$ cat config.mk
export PLATFORM = sky130hd
export DESIGN_NAME = pgood_gen
export DESIGN_NICKNAME = d
export VERILOG_FILES = /design/src/rtl/pgood_pkg.sv /design/src/rtl/pgood_qualify.sv /design/src/rtl/pgood_timer.sv /design/src/rtl/pgood_fsm.sv /design/src/rtl/pgood_gen.sv
export SDC_FILE = /design/constraint.sdc
export NUM_CORES = 1
export LEC_CHECK = 0
export BUFFER_PORTS_ARGS = -buffer_cell sky130_fd_sc_hd__buf_4
export CORE_AREA = 2 2 39 41
export CTS_BUF_LIST = sky130_fd_sc_hd__clkbuf_2
export DETAILED_ROUTE_END_ITERATION = 10
export DIE_AREA = 0 0 41 43
export PLACE_DENSITY = 0.66
export SYNTH_ARGS = -nofsm -noshare
export SYNTH_HDL_FRONTEND = slang
export SYNTH_SLANG_ARGS = --single-unit
$ cat constraint.sdc
create_clock -name clk -period 1.5 [get_ports clk]
set_input_delay 0.075 -clock clk [delete_from_list [all_inputs] [get_ports clk]]
set_output_delay 0.075 -clock clk [all_outputs]
set_load 0.01 [all_outputs]
$ cat src/rtl/pgood_pkg.sv
package pgood_pkg;

    typedef enum logic [1:0] {
        PG_IDLE   = 2'd0,
        PG_SETTLE = 2'd1,
        PG_READY  = 2'd2
    } pg_state_e;

    typedef struct packed {
        logic disabled;
        logic undervolt;
        logic overvolt;
    } pg_cause_t;

    function automatic logic pg_any(input pg_cause_t c);
        return c.disabled | c.undervolt | c.overvolt;
    endfunction

endpackage

$ cat src/rtl/pgood_qualify.sv
module pgood_qualify
    import pgood_pkg::*;
#(
    parameter int          W        = 8,
    parameter logic [W-1:0] OFF_CODE = '1
) (
    input  logic         en_a,
    input  logic         en_b,
    input  logic         supply_ok,
    input  logic [W-1:0] vsample,
    input  logic [W-1:0] vid_code,
    input  logic         ov_flag,
    output pg_cause_t    cause
);
    logic [W-1:0] half_target;

    always_comb begin
        half_target     = vid_code >> 1;
        cause.disabled  = ~en_a | ~en_b | ~supply_ok | (vid_code == OFF_CODE);
        cause.undervolt = (vsample < half_target);
        cause.overvolt  = ov_flag;
    end
endmodule

$ cat src/rtl/pgood_timer.sv
module pgood_timer #(
    parameter int DELAY_CYC = 8
) (
    input  logic clk,
    input  logic rst,
    input  logic run,
    output logic expired
);
    localparam int CW = $clog2(DELAY_CYC + 1);
    localparam logic [CW-1:0] LAST = CW'(DELAY_CYC - 1);

    logic [CW-1:0] cnt;

    always_ff @(posedge clk) begin
        if (rst || !run)
            cnt <= '0;
        else if (cnt != LAST)
            cnt <= cnt + 1'b1;
    end

    assign expired = run && (cnt == LAST);
endmodule

$ cat src/rtl/pgood_fsm.sv
module pgood_fsm
    import pgood_pkg::*;
(
    input  logic      clk,
    input  logic      rst,
    input  pg_cause_t cause,
    input  logic      ss_done,
    input  logic      expired,
    output logic      settling,
    output logic      ready
);
    pg_state_e state;
    logic      drop;

    assign drop = pg_any(cause);

    always_ff @(posedge clk) begin
        if (rst || drop) begin
            state <= PG_IDLE;
        end else begin
            unique case (state)
                PG_IDLE:   if (ss_done) state <= PG_SETTLE;
                PG_SETTLE: if (expired) state <= PG_READY;
                PG_READY:  state <= PG_READY;
                default:   state <= PG_IDLE;
            endcase
        end
    end

    assign settling = (state == PG_SETTLE);
    assign ready    = (state == PG_READY);
endmodule

$ cat src/rtl/pgood_gen.sv
module pgood_gen
    import pgood_pkg::*;
#(
    parameter int          W         = 8,
    parameter logic [W-1:0] OFF_CODE  = '1,
    parameter int          DELAY_CYC = 8
) (
    input  logic         clk,
    input  logic         rst,
    input  logic         en_a,
    input  logic         en_b,
    input  logic         supply_ok,
    input  logic         ss_done,
    input  logic [W-1:0] vsample,
    input  logic [W-1:0] vid_code,
    input  logic         ov_flag,
    output logic         ready
);
    pg_cause_t cause;
    logic      settling;
    logic      expired;

    pgood_qualify #(.W(W), .OFF_CODE(OFF_CODE)) u_qual (
        .en_a      (en_a),
        .en_b      (en_b),
        .supply_ok (supply_ok),
        .vsample   (vsample),
        .vid_code  (vid_code),
        .ov_flag   (ov_flag),
        .cause     (cause)
    );

    pgood_timer #(.DELAY_CYC(DELAY_CYC)) u_tmr (
        .clk     (clk),
        .rst     (rst),
        .run     (settling),
        .expired (expired)
    );

    pgood_fsm u_fsm (
        .clk      (clk),
        .rst      (rst),
        .cause    (cause),
        .ss_done  (ss_done),
        .expired  (expired),
        .settling (settling),
        .ready    (ready)
    );
endmodule

Word level (Yosys, flattened, before mapping)
Cells that the tools add are included.

Add/sub/neg operators: 1. Multipliers: 0. Divide/modulo/power cells: 0. $lt $le $gt $ge: 1. Eq/ne operators: 7. Shifts and indexed selects: 0. Muxes and demuxes: 3. Bitwise gates (word level): 8. Reductions and logical operators: 6.

Operators with widths (number): $eq 8x8->1 const B (1); $lt 8x7->1 (1); $pmux 2 s3 (1); $or 1x1->1 (5); $add 4x1->4 const B (1); $eq 4x3->1 const B (1); $mux 2 (2); $ne 2x2->1 const B (2); $ne 4x3->1 const B (1); $not 1->1 (3); $eq 2x1->1 const B (1); $eq 2x2->1 const B (1); $logic_not 2->1 (1); $logic_or 1x1->1 (2); $reduce_and 2->1 (1); $logic_and 1x1->1 (1); $logic_not 1->1 (1).

Register bits after elaboration: 6. Bits in latches: 0. Memory bits (writable): 0. Bits in read-only memories: 0. Bits of input ports: 23. Output and inout port bits: 1. Word-level logic and storage cells: 28. Memories kept: 0.

Depth between registers and ports, before layout
Gate-level depths: netlist of run 1.

Depth after elaboration: 7. Gate-level depth with buffers: 6. Mapped depth without buffers: 6.

Modules after synthesis
A second synthesis of run 1 with hierarchy kept.

Cell total of the unflattened synthesis: 62. Area, all modules: 546.8 um2.

By module, submodules not included: pgood_timer (times used 1, cells an instance 20, area each 210.2 um2); pgood_qualify (times used 1, cells an instance 26, area each 188.9 um2); pgood_fsm (times used 1, cells an instance 16, area each 147.6 um2).

Worst setup path before layout of run 1
Ideal clock, no wire load.

Path kind: register to register. Start: reg u_tmr.cnt[0]. End: reg u_fsm.state[0]. Library setup time: 0.114 ns. Arrival: 1.198 ns. Data required time: 1.386 ns. Slack: 0.187 ns. Stages on the path, launching flop included: 6. Clock period less this slack: 1.313 ns. Cells stage by stage: dfxtp_1 -> ha_1 -> nand3b_1 -> a21oi_1 -> mux2i_1 -> nor2_1.

Longest elaborated chain between the ends: 4.

RTL lines: start: declaration (line pgood_timer.sv:12) `logic [CW-1:0] cnt;`; start signal: assignment (line pgood_timer.sv:18) `cnt <= cnt + 1'b1;`; $eq 4x3->1 (line pgood_timer.sv:21) `assign expired = run && (cnt == LAST);`; $logic_and 1x1->1 (line pgood_timer.sv:21); $ne 2x2->1 (no line); $reduce_and 2->1 (no line); end signal: assignment (line pgood_fsm.sv:19) `state <= PG_IDLE;`; end signal: assignment (line pgood_fsm.sv:22) `PG_IDLE: if (ss_done) state <= PG_SETTLE;`; end signal: assignment (line pgood_fsm.sv:23) `PG_SETTLE: if (expired) state <= PG_READY;`; end: declaration (line pgood_fsm.sv:12) `pg_state_e state;`.

Every way passes these cells. A chain may end at the register's enable or synchronous reset.

Worst setup path in the final report of run 1
Ends and elaborated chain as after synthesis.

==> out/summary.txt, run 1 <==
status - completed
Chip Height - 43 um
row cnt - 14
total CTS buffers - 3
drt wl/cell - 9.526 um
Max VDD drop - 0.1946 mV
post-route ant nets - 0
post-placement setup slack - 95.44 ps
Remaining DRCs - 0
total gr overflow - 0
RD Place Congestion - 0.6559
worst reg-to-reg setup slack - 150 ps
sequential-to-total area share from yosys stat - 24.81%
Final min period - 1351 ps
#FFs+latches synth - 6
layout cell share with drive strength beyond 1 - 37.04%
vias in the first global route - 460
PwrDens - 512.0 nW/um^2
crit path launch type - register
setup TNS - 0 ps
gate count after technology mapping - 54
Slew @ Worst Pin - 230.0 ps
DR pass1 iterations - 2
first-pass GRT wire length - 1.607 mm
CTS Root Cell - clkbuf_2
design area - 699.4 um^2
final core utilization - 50.54%
register clock-pin slew on the reported worst setup and hold paths - 60 ps
Synth-to-Final Area Change - 44.44%
cts repair resizes - 0
PortBufs - 23
NumNets Final - 116
largest net degree at the start of global routing - 5
die width - 41 um
Antenna diodes - 0
commonest non-fill, non-tap cell in the layout - buf_4
crit path max fanout - 4
Max Root-Sink Buffers - 2
Clock Sinks - 6
number of max-cap violations - 0
slew margin rel. - 84.46%
# IOs - 24
Initial Util - 34.99%
synthesized area - 484.2 um^2
Detailed Route WL - 924 um
WS Path Type - register to register
GRT Overall Usage - 13.47%
vias - 470
period utilisation layout - 90.04%
Final HPWL DP - 867.1 um
Post-CTS Setup Bufs - 0
Crit. End Element - register
Synth warnings - 0
syn_nets - 87
final setup fails - 0
die area - 1763 um^2
Yosys cell types - 24
H-tree depth - 1
drt initial violations - 1
commonest cells after routing, fill and taps aside - 24 x buf_4, 10 x ha_1, 8 x inv_1, 6 x nor2_1, 6 x dfxtp_1
Worst Slack Setup Final - 149.3 ps
RSZ-0062 raised after global routing - false
Via-to-Cell Ratio - 4.845
Setup Skew - 2.788 ps
Pleak - 0.3598 nW
final slew viol count - 0
class of the worst hold path - primary input to register
antenna violations before repair - 0
core area - 1384 um^2
Final Hold Viols - 0
CTS tree - yes
Placed Area - 684.4 um^2
CP arrival - 1460 ps
# hold bufs at CTS - 0
average cell area after synthesis - 8.967 um^2
FMAX - 0.7404 GHz
required time of the critical path - 1600 ps
clk_lat worst skew - 210 ps
[flip-flops by register name, summed over array words and instances, names as in the netlist]
name,count
u_tmr.cnt,4
u_fsm.state,2
[final cells by class]
class                   count  area, um^2
fillers                   146       684.4
multi-input cells          40       334.1
repair buffers             24       180.2
flip-flops and latches      6       120.1
inverters                   8       30.03
well taps                  16       20.02
clock buffers               3       15.01
[through the flow]
stage               hold slack (ps)  cells   power, W
finish                        214.3     97  0.0003581
global route                  218.4     97  0.0003827
CTS                           202.6     97  0.0003659
detailed placement            438.0     94  0.0002561
global placement              435.1     94  0.0002545
floorplan                     300.5     54  0.0002010
[report_power, final]
| group | internal [W] | switching, W |
|---|---|---|
| Sequential | 0.000160 | 0.000000277 |
| Clock | 0.0000542 | 0.0000534 |
| Combinational | 0.0000589 | 0.0000315 |
[per-layer routing]
layer	global-route usage [%]	part of all wire [%]	routed length, um	vias up
li1	-	-	-	253
met1	16.13	42	385	194
met2	20.31	49	454	21
met3	3.665	8.0	74	2
met4	8.000	1.1	10	0
met5	0	0	0	-
[cell families after synthesis]
| group | after synthesis | synth area share, % |
|---|---|---|
| AND/OR/NAND/NOR | 16 | 18.86 |
| adder cells (fa/ha/maj) | 10 | 25.84 |
| flip-flops | 6 | 24.81 |
| XOR/XNOR | 1 | 1.809 |
| buffers and inverters | 8 | 6.202 |
| multiplexers | 3 | 6.202 |
| AO/OA/AOI/OAI | 10 | 16.28 |
[synthesized netlist by cell type]
master / count / share of area [%]
nand2b_1: 1 / 1.3
nand3b_1: 1 / 1.6
a221oi_2: 1 / 3.1
o21a_1: 1 / 1.6
inv_1: 8 / 6.2
nor2_1: 6 / 4.7
a21oi_1: 2 / 2.1
nor2b_1: 1 / 1.3
mux2i_1: 3 / 6.2
ha_1: 10 / 26
xnor2_1: 1 / 1.8
o21bai_1: 1 / 1.6
a221o_2: 1 / 2.3
or3b_2: 1 / 1.8
or4_1: 1 / 1.6
a31oi_1: 1 / 1.3
nor4bb_1: 1 / 2.1
nor3_1: 1 / 1.0
o21ai_0: 1 / 1.0
dfxtp_1: 6 / 25
nand3_1: 1 / 1.0
nand4_1: 2 / 2.6
o211ai_1: 1 / 1.6
o2111ai_1: 1 / 1.8
[critical path, stage by stage, from the launching register on]
cell,delay (ps)
dfxtp_1,360
ha_1,220
nand3b_1,120
a21oi_1,260
mux2i_1,220
nor2_1,50
[final timing paths]
kind | from | endpoint | cells after the start
max | u_tmr.cnt[0]$_SDFFE_PP0N_ | u_fsm.state[0]$_SDFFE_PP0P_ | 5
min | rst | u_tmr.cnt[0]$_SDFFE_PP0N_ | 3
max reg2reg | u_tmr.cnt[0]$_SDFFE_PP0N_ | u_fsm.state[0]$_SDFFE_PP0P_ | 5
min reg2reg | u_tmr.cnt[3]$_SDFFE_PP0N_ | u_tmr.cnt[2]$_SDFFE_PP0N_ | 1
Power figures use the tool's default switching activity.
==> run 2, diff against run 1 <==
- CTS_BUF_LIST: sky130_fd_sc_hd__clkbuf_2 -> not set
- PLACE_DENSITY: 0.66 -> 0.71
- SYNTH_HIERARCHICAL: not set -> 1
- clock period: 1.5 -> 1.6 ns (I/O delays scaled with it)
==> run 2 against run 1 <==
  * Power increased by 5.5%
  * Cell count increased by 7.2%
  * Hold slack got worse by 160 ps
  * Sequential power decreased by 6%
  * Via count increased by 11%
  * Fmax decreased by 7.8%
  * Global-route usage increased by 0.99 points
  * Final area increased by 9.3%
  * Die area unchanged
  * Clock power increased by 30%
  * Count of clock-buffer cells in the layout unchanged
  * Sequential cell count unchanged
  * Critical path type unchanged
  * Highest routed layer unchanged
==> out/summary.txt, run 2 <==
crit path launch type - register
die width - 41 um (unchanged)
PortBufs - 23 (unchanged)
first-pass GRT wire length - 1.683 mm (+4.7%)
CP arrival - 1590 ps (+130 ps)
antenna violations before repair - 0 (unchanged)
Remaining DRCs - 0 (unchanged)
slew margin rel. - 83.08% (-1.4 points)
Largest register FFs - 4 (unchanged)
number of max-cap violations - 0 (unchanged)
final core utilization - 55.24% (+4.7 points)
register clock-pin slew on the reported worst setup and hold paths - 50 ps (about the same)
commonest cells after routing, fill and taps aside - 24 x buf_4, 9 x inv_1, 9 x ha_1, 6 x dfxtp_1, 5 x nand3_1
Max Root-Sink Buffers - 2 (unchanged)
Final HPWL DP - 923.9 um (+6.6%)
Synth top area share - 22.88% (-3.0 points)
Via-to-Cell Ratio - 5.029 (+3.8%)
PwrDens - 494.4 nW/um^2 (-3.4%)
GRT Overall Usage - 14.46% (+0.99 points)
syn_nets - 95 (+9.2%)
Final min period - 1464 ps (+113.5 ps)
synthesized area - 546.8 um^2 (+13%)
CTS tree - yes
vias in the first global route - 446 (-3.0%)
drt initial violations - 5 (+4)
CTS Root Cell - clkbuf_4
crit path max fanout - 4 (unchanged)
class of the worst hold path - primary input to register
#FFs+latches synth - 6 (unchanged)
period utilisation layout - 91.51% (+1.5 points)
area leader, netlist - ha_1
post-route ant nets - 0 (unchanged)
Top reg by flops - u_tmr/cnt
average cell area after synthesis - 8.819 um^2 (-1.7%)
ys flop type - dfxtp_1
layout cell share with drive strength beyond 1 - 36.36% (-0.67 points)
total gr overflow - 0 (unchanged)
Post-synth top cells - 10 x ha_1, 9 x inv_1, 6 x dfxtp_1
# hold bufs at CTS - 0 (unchanged)
FMAX - 0.6830 GHz (-7.8%)
row cnt - 14 (unchanged)
Filler Cells Inserted - 135 (-7.5%)
Max VDD drop - 0.1801 mV (-7.5%)
Slew @ Worst Pin - 253.8 ps (+23.83 ps)
fin cells - 104 (+7.2%)
commonest non-fill, non-tap cell in the layout - buf_4
drt wl/cell - 10.24 um (+7.5%)
required time of the critical path - 1730 ps (+130 ps)
EDFF count, synth - 0 (unchanged)
total placed cells including tap cells - 101 (+7.4%)
reg2reg end - u_fsm/state[0]$_SDFFE_PP0P_
WS Path Type - register to register
Crit. Startpoint - u_tmr/cnt[0]$_SDFFE_PP0P_
gate count after technology mapping - 62 (+15%)
RSZ-0062 raised after global routing - false
Chip Height - 43 um (unchanged)
core area - 1384 um^2 (unchanged)
# IOs - 24 (unchanged)
Worst R2R Start - u_tmr/cnt[0]$_SDFFE_PP0P_
final slew viol count - 0 (unchanged)
Crit. End Element - register
largest registers - u_tmr/cnt (4), u_fsm/state (2)
top-count cell post-synth - ha_1
Antenna diodes - 0 (unchanged)
RD Place Congestion - 0.6568 (+0.14%)
worst reg-to-reg setup slack - 140 ps (about the same)
Min Hold Slack - 53.35 ps (-161.0 ps)
Setup Skew - 4.679 ps (+1.891 ps)
Synth-to-Final Area Change - 39.82%
NumNets Final - 123 (+6.0%)
final setup fails - 0 (unchanged)
Detailed Route WL - 1.065 mm (+15%)
Clock Sinks - 6 (unchanged)
Initial Util - 39.51% (+4.5 points)
DR pass1 iterations - 3 (+1)
synth top area cells - ha_1 23%, dfxtp_1 22%, inv_1 6.2%, mux2i_1 5.5%, nand3b_1 5.5%
Synth warnings - 6 (+6)
Yosys cell types - 25 (+4.2%)
CP endpoint - u_fsm/state[0]$_SDFFE_PP0P_
Synth async-reset ratio - 0% (unchanged)
largest net degree at the start of global routing - 10 (+5)
vias - 523 (+11%)
total CTS buffers - 3 (unchanged)
setup TNS - 0 ps (unchanged)
sequential-to-total area share from yosys stat - 21.97% (-2.8 points)
H-tree depth - 1 (unchanged)
status - completed
Post-CTS Setup Bufs - 0 (unchanged)
clk_lat worst skew - 240 ps (+30 ps)
Pleak - 0.3622 nW (+0.66%)
Final Hold Viols - 0 (unchanged)
die area - 1763 um^2 (unchanged)
reg2reg path depth - 6 (+1)
## run 2: metrics by stage
stage,setup WS [ps],instance area (um^2),total power [W]
2_1_floorplan,171.1,546.8,0.0001918
3_3_place_gp,62.18,739.5,0.0002409
3_5_place_dp,32.68,739.5,0.0002424
4_1_cts,92.14,762.0,0.0003867
5_1_grt,49.09,764.5,0.0004016
6_report,135.8,764.5,0.0003779
## run 2: repair_timing
action                                  CTS  global route
hold endpoints to repair                  0             0
gates resized for setup                   0             1
endpoints found under the setup margin    0             2
## run 2: per-layer routing
metal | part of all wire [%] | vias to the layer above | track usage (%) | wire length, um
met5 | 0 | - | 0 | 0
met4 | 3.9 | 0 | 14.00 | 42
met3 | 5.4 | 4 | 1.571 | 57
met2 | 49 | 16 | 21.88 | 527
met1 | 41 | 225 | 16.08 | 437
li1 | - | 278 | - | -
## run 2: how the worst min path moves through the flow
stage                     from  slack [ps]  cells after the start                        end
final                      rst          50                      2  u_tmr/cnt[2]$_SDFFE_PP0P_
after global routing       rst          50                      2  u_tmr/cnt[2]$_SDFFE_PP0P_
after CTS                  rst          40                      2  u_tmr/cnt[2]$_SDFFE_PP0P_
after detailed placement   rst         310                      2  u_tmr/cnt[2]$_SDFFE_PP0P_
after global placement     rst         300                      2  u_tmr/cnt[2]$_SDFFE_PP0P_
after floorplan            rst         160                      1  u_tmr/cnt[2]$_SDFFE_PP0P_
## run 2: layout make-up
class	count	area (um^2)	area share, %
Inverter	9	33.78	4.419
Multi-Input combinational cell	46	387.9	50.74
Timing Repair Buffer	24	180.2	23.57
Tap cell	16	20.02	2.619
Clock buffer	3	22.52	2.946
Sequential cell	6	120.1	15.71
## run 2: cell families (layout without fill, tap and decap cells)
logic type,after synthesis,count (layout),synth area share [%]
compound gates,9,9,12.36
fa+ha+maj,10,10,22.88
buf+inv,10,36,7.552
flops,6,6,21.97
mux,3,3,5.492
simple gates,24,24,29.75
## run 2: critical path: stages, from the launching register on
cell,delay (ps)
dfxtp_1,330
ha_2,210
and3b_1,190
and2_1,140
nand2b_1,190
a21oi_1,220
a211oi_2,60
## run 2: power breakdown
| group | switching (W) | internal (W) |
|---|---|---|
| registers | 0.000000316 | 0.000150 |
| logic | 0.0000327 | 0.0000551 |
| clock network | 0.0000547 | 0.0000849 |
| total | 0.0000877 | 0.000290 |
